==> config.mk <==
export PLATFORM = sky130hd
export DESIGN_NAME = pt_walker
export DESIGN_NICKNAME = d
export VERILOG_FILES = /design/src/rtl/pw_pkg.sv /design/src/rtl/pw_addr_gen.sv /design/src/rtl/pw_entry_build.sv /design/src/rtl/pt_walker.sv
export SDC_FILE = /design/constraint.sdc
export NUM_CORES = 1
export LEC_CHECK = 0
export BUFFER_PORTS_ARGS = -buffer_cell sky130_fd_sc_hd__buf_2
export CORE_MARGIN = 10
export CORE_UTILIZATION = 49
export CTS_CLUSTER_DIAMETER = 200
export DETAILED_ROUTE_END_ITERATION = 10
export PLACE_DENSITY = 0.81
export SLEW_MARGIN = 20
export SYNTH_ARGS = -nofsm -noshare
export SYNTH_HDL_FRONTEND = slang
export SYNTH_SLANG_ARGS = --single-unit
==> constraint.sdc <==
create_clock -name clk -period 2 [get_ports clk]
set_input_delay 0.4 -clock clk [delete_from_list [all_inputs] [get_ports clk]]
set_output_delay 0.4 -clock clk [all_outputs]
set_load 0.05 [all_outputs]
==> src/rtl/pw_pkg.sv <==
package pw_pkg;
  localparam int VA_W   = 32;
  localparam int DOM_W  = 4;
  localparam int PERM_W = 12;

  typedef enum logic [1:0] {
    FLT_NONE = 2'd0,
    FLT_SECT = 2'd1,
    FLT_PAGE = 2'd2
  } fault_e;

  typedef enum logic [2:0] {
    PT_INVALID = 3'd0,
    PT_SMALL   = 3'd1,
    PT_LARGE   = 3'd2,
    PT_SECTION = 3'd3,
    PT_ESMALL  = 3'd4,
    PT_TINY    = 3'd5
  } ptype_e;

  function automatic logic [VA_W-1:0] type_mask(input logic [2:0] t);
    case (t)
      PT_SMALL, PT_ESMALL: type_mask = 32'hFFFF_F000;
      PT_LARGE:            type_mask = 32'hFFFF_0000;
      PT_SECTION:          type_mask = 32'hFFF0_0000;
      PT_TINY:             type_mask = 32'hFFFF_FC00;
      default:             type_mask = 32'h0000_0000;
    endcase
  endfunction
endpackage

==> src/rtl/pw_addr_gen.sv <==
module pw_addr_gen
  import pw_pkg::*;
(
  input  logic [VA_W-1:0] ttb,
  input  logic [VA_W-1:0] va,
  input  logic [VA_W-1:0] l1,
  output logic [VA_W-1:0] l1_addr,
  output logic [VA_W-1:0] l2_addr
);
  always_comb begin
    l1_addr = {ttb[31:14], va[31:20], 2'b00};
    if (l1[1:0] == 2'b01)
      l2_addr = {l1[31:10], va[19:12], 2'b00};
    else
      l2_addr = {l1[31:12], va[19:10], 2'b00};
  end
endmodule

==> src/rtl/pw_entry_build.sv <==
module pw_entry_build
  import pw_pkg::*;
(
  input  logic [VA_W-1:0]   va,
  input  logic [VA_W-1:0]   l1,
  input  logic [VA_W-1:0]   l2,
  input  logic              ext,
  output logic [2:0]        ptype,
  output logic [VA_W-1:0]   e_va,
  output logic [VA_W-1:0]   e_pa,
  output logic [PERM_W-1:0] perms,
  output logic [DOM_W-1:0]  dom
);
  logic            is_sect;
  logic [VA_W-1:0] mask;

  always_comb begin
    is_sect = (l1[1:0] == 2'b10);
    case (l1[1:0])
      2'b10: ptype = PT_SECTION;
      2'b01: begin
        case (l2[1:0])
          2'b01:   ptype = PT_LARGE;
          2'b10:   ptype = PT_SMALL;
          2'b11:   ptype = ext ? PT_ESMALL : PT_INVALID;
          default: ptype = PT_INVALID;
        endcase
      end
      2'b11: begin
        case (l2[1:0])
          2'b01:   ptype = PT_LARGE;
          2'b10:   ptype = PT_SMALL;
          2'b11:   ptype = PT_TINY;
          default: ptype = PT_INVALID;
        endcase
      end
      default: ptype = PT_INVALID;
    endcase
    mask  = type_mask(ptype);
    e_va  = va & mask;
    e_pa  = (is_sect ? l1 : l2) & mask;
    perms = is_sect ? (l1[PERM_W-1:0] & 12'hC0C) : (l2[PERM_W-1:0] & 12'hFFC);
    dom   = l1[8:5];
  end
endmodule

==> src/rtl/pt_walker.sv <==
module pt_walker
  import pw_pkg::*;
(
  input  logic              clk,
  input  logic              rst_n,
  input  logic              miss_valid,
  input  logic [31:0]       miss_va,
  input  logic [31:0]       ttb,
  input  logic              ext_mode,
  output logic              busy,
  output logic              mem_req,
  output logic [31:0]       mem_addr,
  input  logic              mem_ack,
  input  logic [31:0]       mem_rdata,
  output logic              done,
  output logic [1:0]        fault,
  output logic              fill_valid,
  output logic [31:0]       fill_va,
  output logic [31:0]       fill_pa,
  output logic [11:0]       fill_perms,
  output logic [3:0]        fill_domain,
  output logic [2:0]        fill_type,
  output logic [3:0]        last_domain
);
  typedef enum logic [1:0] {S_IDLE, S_L1, S_L2, S_RESP} state_e;

  state_e          state_q, state_d;
  logic [VA_W-1:0] va_q, ttb_q, l1_q, l2_q;
  logic            ext_q;
  logic [DOM_W-1:0] ldom_q;
  logic            accept, cap_l1, cap_l2, ldom_en;
  logic [VA_W-1:0] l1_addr, l2_addr;
  logic [2:0]      ptype;
  fault_e          fault_c;

  pw_addr_gen u_addr (
    .ttb(ttb_q), .va(va_q), .l1(l1_q),
    .l1_addr(l1_addr), .l2_addr(l2_addr)
  );

  pw_entry_build u_entry (
    .va(va_q), .l1(l1_q), .l2(l2_q), .ext(ext_q),
    .ptype(ptype), .e_va(fill_va), .e_pa(fill_pa),
    .perms(fill_perms), .dom(fill_domain)
  );

  // next-state logic
  always_comb begin
    state_d = state_q;
    accept  = 1'b0;
    cap_l1  = 1'b0;
    cap_l2  = 1'b0;
    case (state_q)
      S_IDLE: if (miss_valid) begin
        accept  = 1'b1;
        state_d = S_L1;
      end
      S_L1: if (mem_ack) begin
        cap_l1 = 1'b1;
        if (mem_rdata[1:0] == 2'b00 || mem_rdata[1:0] == 2'b10)
          state_d = S_RESP;
        else
          state_d = S_L2;
      end
      S_L2: if (mem_ack) begin
        cap_l2  = 1'b1;
        state_d = S_RESP;
      end
      default: state_d = S_IDLE;
    endcase
  end

  always_comb begin
    if (l1_q[1:0] == 2'b00)       fault_c = FLT_SECT;
    else if (ptype == PT_INVALID) fault_c = FLT_PAGE;
    else                          fault_c = FLT_NONE;
    ldom_en = (state_q == S_RESP) && (fault_c != FLT_SECT);
  end

  // registers
  always_ff @(posedge clk or negedge rst_n) begin
    if (!rst_n) state_q <= S_IDLE;
    else        state_q <= state_d;
  end

  always_ff @(posedge clk or negedge rst_n) begin
    if (!rst_n) begin
      va_q  <= '0;
      ttb_q <= '0;
      ext_q <= 1'b0;
    end else if (accept) begin
      va_q  <= miss_va;
      ttb_q <= ttb;
      ext_q <= ext_mode;
    end
  end

  always_ff @(posedge clk or negedge rst_n) begin
    if (!rst_n)      l1_q <= '0;
    else if (cap_l1) l1_q <= mem_rdata;
  end

  always_ff @(posedge clk or negedge rst_n) begin
    if (!rst_n)      l2_q <= '0;
    else if (cap_l2) l2_q <= mem_rdata;
  end

  always_ff @(posedge clk or negedge rst_n) begin
    if (!rst_n)       ldom_q <= '0;
    else if (ldom_en) ldom_q <= l1_q[8:5];
  end

  // outputs
  assign busy        = (state_q != S_IDLE);
  assign mem_req     = (state_q == S_L1) || (state_q == S_L2);
  assign mem_addr    = (state_q == S_L2) ? l2_addr : l1_addr;
  assign done        = (state_q == S_RESP);
  assign fault       = done ? fault_c : FLT_NONE;
  assign fill_valid  = done && (fault_c == FLT_NONE);
  assign fill_type   = ptype;
  assign last_domain = ldom_q;

  assert_req_hold_R9: assert property (@(posedge clk) disable iff (!rst_n)
    (mem_req && !mem_ack) |=> (mem_req && $stable(mem_addr)));

  assert_done_pulse_R11: assert property (@(posedge clk) disable iff (!rst_n)
    done |=> !done);

  assert_idle_quiet_R10: assert property (@(posedge clk) disable iff (!rst_n)
    !busy |-> (!mem_req && !done));

  assert_fill_mask_R8: assert property (@(posedge clk) disable iff (!rst_n)
    fill_valid |-> (((fill_va | fill_pa) & ~type_mask(fill_type)) == 32'h0
                    && fill_type != 3'd0));

  assert_l1_first_R1: assert property (@(posedge clk) disable iff (!rst_n)
    (accept) |=> (mem_req && mem_addr[1:0] == 2'b00));
endmodule

==> results_tabular.tex, run 1 <==
\begin{tabular}{lr}
\hline
Metric & Value \\
\hline
\multicolumn{2}{l}{\textbf{Timing}} \\
\quad Post-route setup slack & -0.244 ns \\
\quad RSZ-0062 raised after global routing & yes \\
\quad Fin. max-slew vios & 0 \\
\quad Portion of the clock cycle consumed by the worst path in the final layout & 1.12 \\
\quad Tmin final & 2.24 ns \\
\quad Count of final setup violators & 88 \\
\quad Layout Skew & 0.0148 ns \\
\quad Hold Vio Cnt, Final & 0 \\
\quad Highest achievable clock rate & 446 MHz \\
\multicolumn{2}{l}{\textbf{Final layout}} \\
\quad Layout filler cell count & 631 \\
\quad Post-layout nets & 762 \\
\quad Most common cell after layout, fill and taps aside & mux2\_2 \\
\quad Area growth from synthesis to layout & 52.5\% \\
\quad Layout cells sized above 1 & 0.695 \\
\quad Commonest cells after routing, fill and taps aside & mux2\_2 (123), dfrtp\_1 (106), buf\_2 (85), buf\_6 (72) \\
\quad Fin area & 8310 sq um \\
\quad Final core utilization & 0.763 \\
\multicolumn{2}{l}{\textbf{Synthesis}} \\
\quad Warning count from the yosys run & 0 \\
\quad Sequential share of the synthesized area & 0.500 \\
\quad Post-Synth XOR/XNOR Area & 0 \\
\quad Netlist Area Pre-Place & 5450 sq um \\
\quad Post-synth top area share & 0.500 \\
\quad Mean area per synthesized cell & 12.2 sq um \\
\quad Area contributors post-synth & dfrtp\_1 (50\%), mux2\_2 (27\%), buf\_4 (4.3\%) \\
\quad Adder-cell share of the synthesized area & 0.00918 \\
\quad Simple logic cell fraction of the synthesized area & 0.102 \\
\quad Multiplexer share of the synthesized area & 0.285 \\
\quad Combinational family with the most area after synthesis & multiplexers \\
\quad Number of flip-flops and latches in the synthesized netlist & 109 \\
\quad Instance count of the mapped netlist & 448 \\
\quad Largest area contributor in the synthesized netlist & dfrtp\_1 \\
\quad Compound-cell area share of the yosys netlist & 0.0374 \\
\quad Yosys cell types & 27 \\
\multicolumn{2}{l}{\textbf{Floorplanning}} \\
\quad Die height & 125 um \\
\quad Initial Util & 0.501 \\
\quad Boundary pin count & 226 \\
\quad Area of the core & 10900 sq um \\
\quad FP Rows & 38 \\
\quad Area enclosed by the die boundary & 15700 sq um \\
\quad Die width & 125 um \\
\multicolumn{2}{l}{\textbf{Clock tree}} \\
\quad Clock net sink count & 109 \\
\quad Number of buffers on the longest clock path & 2 \\
\quad Later-pin clock latency in the skew report & 0.38 ns \\
\quad Clk root buf & clkbuf\_8 \\
\quad H-tree level count & 3 \\
\quad Clock slew at reported path FFs & 0.11 ns \\
\quad TritonCTS clock tree & built \\
\quad CTS buffer count & 9 \\
\multicolumn{2}{l}{\textbf{Critical path}} \\
\quad Start-to-end type of the worst setup path & flip-flop to primary output \\
\quad R2R Path End & l2\_q[28] \\
\quad Category of the worst setup path launch point & flip-flop \\
\quad R2r worst-path depth & 7 \\
\quad CP most frequent cell & buf\_6 \\
\quad Critical path's slowest cell & dfrtp\_1 \\
\quad Type of element capturing the critical path & primary output \\
\quad RR Startpoint & state\_q[0] \\
\quad Crit path DAT & 1.84 ns \\
\quad Worst EP required & 1.60 ns \\
\quad Critical Path Max Stage Delay & 0.43 ns \\
\quad Register-to-register path setup slack & 0.15 ns \\
\quad Crit path cell chain & buf\_6, buf\_6, nand2b\_4, buf\_12, buf\_16, nand2\_2, a21oi\_2, buf\_6 \\
\quad Maximum net fanout on the critical path & 8 \\
\multicolumn{2}{l}{\textbf{GRT}} \\
\quad Number of global-route vias before repair & 4640 \\
\quad Antenna violations before repair & 2 \\
\quad Largest net degree at the start of global routing & 63 \\
\quad GRT Total Usage & 0.201 \\
\quad Global-route wire length before repair & 25600 um \\
\quad Congestion Overflow GR & 0 \\
\multicolumn{2}{l}{\textbf{Hold path}} \\
\quad Capture endpoint of the worst hold path & ttb\_q[22] \\
\quad Min-Delay Startpoint & ttb[22] \\
\quad Cell count of the worst hold path & 2 \\
\quad Tightest Hold Check Type & input port to flip-flop \\
\multicolumn{2}{l}{\textbf{Routing}} \\
\quad Iteration count of the initial detailed-routing pass & 4 \\
\quad DRC viols & 0 \\
\quad Initial detailed-routing violation count & 221 \\
\quad WL/cell & 21.2 um \\
\quad Vias per std cell & 5.22 \\
\quad Total wire length & 17100 um \\
\quad Vias post-DR & 4200 \\
\quad Remaining number of nets flagged by the antenna check after routing & 0 \\
\multicolumn{2}{l}{\textbf{Run status}} \\
\quad Result of the run & finished with violations \\
\quad Violated checks & setup timing \\
\multicolumn{2}{l}{\textbf{Place}} \\
\quad Placed wire-length estimate after detailed placement & 11200 um \\
\quad Cell area after placement & 6700 sq um \\
\quad PortBufs & 177 \\
\quad Final Wtd Congestion & 0.827 \\
\multicolumn{2}{l}{\textbf{Run}} \\
\quad Max-capacitance violation count & 0 \\
\hline
\end{tabular}
synthesized netlist by cell type:
cell,n
conb_1,1
buf_2,15
inv_1,5
mux2_2,129
o22ai_1,1
nor4bb_1,4
a21oi_1,16
mux2i_1,10
buf_4,31
a211o_4,1
clkbuf_2,1
ha_1,4
a211oi_2,1
nor2_2,1
nor2b_1,2
and2_1,35
and4bb_4,1
dfrtp_1,109
clkbuf_1,4
nand2_1,42
nor2_1,19
nor3b_1,1
buf_6,1
o21ai_2,1
nand2b_1,3
a21oi_2,9
nand3_1,1
registers in the layout, indices dropped and copies added (netlist names):
register / count
ttb_q: 18
ext_q: 1
l2_q: 32
va_q: 22
last_domain: 4
state_q: 2
l1_q: 30
stage by stage:
| stage | setup TNS (ns) | std cells | setup slack (ns) | hold slack [ns] |
|---|---|---|---|---|
| 6_report | -14.85 | 804 | -0.244 | 0.242 |
| 5_1_grt | -21.19 | 803 | -0.329 | 0.224 |
| 4_1_cts | -14.83 | 794 | -0.247 | 0.229 |
| 2_1_floorplan | -1.47 | 471 | -0.145 | 0.104 |
| 3_3_place_gp | 0 | 761 | 0.0176 | 0.410 |
| 3_5_place_dp | -0.229 | 761 | -0.0652 | 0.418 |
worst max-delay path by stage:
stage               startpoint          end  cells past startpoint
detailed placement     l2_q[0]  fill_va[16]                      5
global placement       l2_q[0]  fill_va[18]                      5
CTS                    l1_q[1]  fill_pa[20]                      4
floorplan              l1_q[1]  fill_pa[20]                      4
global route           l1_q[0]  fill_pa[29]                      8
finish                 l1_q[0]  fill_pa[29]                      8
cell type report:
class / instances / area, sq um / area share
multi-input combinational: 306 / 2940 / 0.354
timing repair buffer: 226 / 2200 / 0.265
clock buffer: 10 / 138 / 0.0166
inverter: 5 / 18.8 / 0.00226
clock inverter: 6 / 92.6 / 0.0111
antenna: 2 / 5.00 / 0.000602
sequential: 109 / 2730 / 0.329
tap: 140 / 175 / 0.0211
worst max-delay path: cells and delay by family (launching register included):
family | cells | cell delay, ns
buf+inv | 5 | 0.66
compound gates | 1 | 0.13
flops | 1 | 0.43
simple gates | 2 | 0.25
logic make-up (layout without fill, tap and decap cells):
group	count (synthesis)	count (layout)
simple gates	109	109
fa+ha+maj	4	4
other cells	1	26
mux	139	139
compound gates	29	30
flops	109	109
buf+inv	57	247
metal layers:
metal  vias to the layer above  global-route usage  wire length (um)
li1                       1893                   -                 -
met1                      2119               0.210              6320
met2                       172               0.351              8880
met3                        16              0.0875              1630
met4                         0              0.0718               240
met5                         -                   0                 0
repair_timing:
action	in CTS	in global routing
pin swaps	14	29
gates cloned	6	2
resized for setup	235	69
endpoints found under the setup margin	87	90
hold endpoints to repair	4	0
hold buffers	1	0
buffers inserted	10	7
Power of run 1 is left out: the tool's default activity adds up to more than one toggle a clock period on the data nets, which glitch-free logic cannot reach.
==> inputs of run 2 (changes only) <==
--- a/config.mk
+++ b/config.mk
@@ -5,12 +5,11 @@
 export SDC_FILE = /design/constraint.sdc
 export NUM_CORES = 1
 export LEC_CHECK = 0
-export BUFFER_PORTS_ARGS = -buffer_cell sky130_fd_sc_hd__buf_2
-export CORE_MARGIN = 10
-export CORE_UTILIZATION = 49
+export CORE_UTILIZATION = 61
 export CTS_CLUSTER_DIAMETER = 200
 export DETAILED_ROUTE_END_ITERATION = 10
-export PLACE_DENSITY = 0.81
+export DONT_BUFFER_PORTS = 1
+export PLACE_DENSITY = 0.77
 export SLEW_MARGIN = 20
 export SYNTH_ARGS = -nofsm -noshare
 export SYNTH_HDL_FRONTEND = slang
==> results_tabular.tex, run 2 (synthesis gave the netlist of run 1 again) <==
\begin{tabular}{lr}
\hline
Metric & Value \\
\hline
\multicolumn{2}{l}{\textbf{Critical path}} \\
\quad Crit path DAT & 2.04 ns \\
\quad CP most frequent cell & buf\_6 \\
\quad Type of element capturing the critical path & primary output \\
\quad Maximum net fanout on the critical path & 8 \\
\quad Crit path cell chain & buf\_6, buf\_6, nor2b\_4, clkbuf\_16, nand2\_1, a21oi\_4, buf\_12 \\
\quad Critical Path Max Stage Delay & 0.44 ns \\
\quad Start point of the critical path & l1\_q[1] \\
\quad RR Startpoint & state\_q[1] \\
\quad Worst EP required & 1.60 ns \\
\quad Worst path buffer plus inverter count & 4 \\
\quad Category of cells accounting for the largest share of critical-path delay & buffers and inverters \\
\quad Start-to-end type of the worst setup path & flip-flop to primary output \\
\quad Critical path's slowest cell & dfrtp\_1 \\
\quad Category of the worst setup path launch point & flip-flop \\
\multicolumn{2}{l}{\textbf{Timing}} \\
\quad Portion of the clock cycle consumed by the worst path in the final layout & 1.22 \\
\quad Worst slew slack as a fraction of its limit & 0.636 \\
\quad Count of final setup violators & 117 \\
\quad Tmin final & 2.44 ns \\
\quad Worst Tran Pin Value & 0.547 ns \\
\quad RSZ-0062 raised after global routing & yes \\
\quad Highest achievable clock rate & 409 MHz \\
\quad Layout Skew & 0.0147 ns \\
\quad Hold Vio Cnt, Final & 109 \\
\quad Fin. max-slew vios & 0 \\
\quad Worst-case hold slack & -0.332 ns \\
\quad Post-route setup slack & -0.443 ns \\
\multicolumn{2}{l}{\textbf{Clock tree}} \\
\quad H-tree level count & 3 \\
\quad Number of buffers on the longest clock path & 2 \\
\quad TritonCTS clock tree & built \\
\quad Clock net sink count & 109 \\
\quad CTS buffer count & 9 \\
\quad Later-pin clock latency in the skew report & 0.41 ns \\
\quad Clk root buf & clkbuf\_8 \\
\quad Clock slew at reported path FFs & 0.12 ns \\
\multicolumn{2}{l}{\textbf{Routing}} \\
\quad Initial detailed-routing violation count & 412 \\
\quad Vias post-DR & 4679 \\
\quad Remaining number of nets flagged by the antenna check after routing & 0 \\
\quad Vias per std cell & 6.91 \\
\quad DRC viols & 0 \\
\quad WL/cell & 34.4 um \\
\quad Total wire length & 23300 um \\
\quad Iteration count of the initial detailed-routing pass & 5 \\
\multicolumn{2}{l}{\textbf{Floorplanning}} \\
\quad Area of the core & 8680 sq um \\
\quad Area enclosed by the die boundary & 9320 sq um \\
\quad Die width & 96.5 um \\
\quad Initial Util & 0.628 \\
\quad Boundary pin count & 226 \\
\quad Die height & 96.5 um \\
\quad FP Rows & 34 \\
\multicolumn{2}{l}{\textbf{Hold path}} \\
\quad Tightest Hold Check Type & input port to async pin \\
\multicolumn{2}{l}{\textbf{GRT}} \\
\quad Global-route wire length before repair & 26400 um \\
\quad Antenna violations before repair & 1 \\
\quad Congestion Overflow GR & 0 \\
\quad Number of global-route vias before repair & 4519 \\
\quad GRT Total Usage & 0.406 \\
\quad Largest net degree at the start of global routing & 110 \\
\multicolumn{2}{l}{\textbf{Final layout}} \\
\quad Most common cell after layout, fill and taps aside & mux2\_2 \\
\quad Max FFs per register & 32 \\
\quad Largest registers & l2\_q (32), l1\_q (30), va\_q (22) \\
\quad Layout cells sized above 1 & 0.674 \\
\quad Register with the most flip-flops & l2\_q \\
\quad Fin area & 8260 sq um \\
\quad Post-layout nets & 668 \\
\quad Area growth from synthesis to layout & 51.6\% \\
\quad Commonest cells after routing, fill and taps aside & mux2\_2 (109), dfrtp\_1 (108), buf\_12 (71), and2\_4 (35), buf\_4 (32) \\
\quad Final core utilization & 0.952 \\
\multicolumn{2}{l}{\textbf{Run status}} \\
\quad Violated checks & hold timing, setup timing \\
\quad Result of the run & finished with violations \\
\multicolumn{2}{l}{\textbf{Place}} \\
\quad PortBufs & 0 \\
\quad Placed wire-length estimate after detailed placement & 9150 um \\
\quad Cell area after placement & 6990 sq um \\
\quad Final Wtd Congestion & 0.854 \\
\quad Setup WS pre-CTS & -0.0857 ns \\
\multicolumn{2}{l}{\textbf{Run}} \\
\quad Max-capacitance violation count & 0 \\
\hline
\end{tabular}
[run 2: cell types whose count changed in the layout (fill, tap and decap cells not counted), moves of 5 or more]
cell / change
buf_8: -19
a21oi_4: +7
buf_6: -51
nand2_2: -5
buf_2: -85
buf_4: +8
nand2_1: +7
mux2_4: +14
buf_12: +58
mux2_2: -14
and2_4: +21
and2_1: -21
a21oi_2: -6
[run 2: worst paths after layout]
kind / end / slack (ns) / cells after the start
max: fill_pa[29] / -0.44 / 7
min: va_q[22] / -0.33 / 0
max reg2reg: l2_q[11] / -0.14 / 7
min reg2reg: l2_q[6] / 0.54 / 1
max in group asynchronous: l1_q[15] / 2.05 / 0
min in group clk: va_q[22] / 0.13 / 1
[run 2: timing repair]
| item | CTS | global route |
|---|---|---|
| setup endpoints to repair | 86 | 91 |
| setup buffers | 23 | 10 |
| pin swaps | 38 | 10 |
| hold endpoints to repair | 109 | 109 |
| cloned | 7 | 1 |
| resized for setup | 143 | 32 |
[run 2: routing by layer]
metal / vias to the layer above / part of all wire / wire (um) / track usage
met5: - / 0 / 0 / 0
met4: 0 / 0.096 / 2240 / 0.251
met3: 193 / 0.10 / 2330 / 0.0994
met2: 465 / 0.49 / 11500 / 0.715
met1: 2315 / 0.31 / 7270 / 0.438
li1: 1706 / - / - / -
[run 2: layout make-up]
type,count,area (sq um)
clock buffer,10,128
fill,179,418
timing repair buffer,132,2080
clock inverter,5,45.0
tap,108,135
inverter,5,21.3
antenna,2,5.00
sequential,109,2730
multi-input combinational,306,3120
[run 2: metrics by stage]
step / TNS [ns] / cells / hold slack [ns]
global route: -29.95 / 676 / -0.348
global placement: -0.553 / 624 / 0.107
floorplan: -1.47 / 471 / 0.104
finish: -25.94 / 677 / -0.332
detailed placement: -0.865 / 624 / 0.107
CTS: -13.44 / 668 / -0.305
Power of run 2 is left out for the same reason.
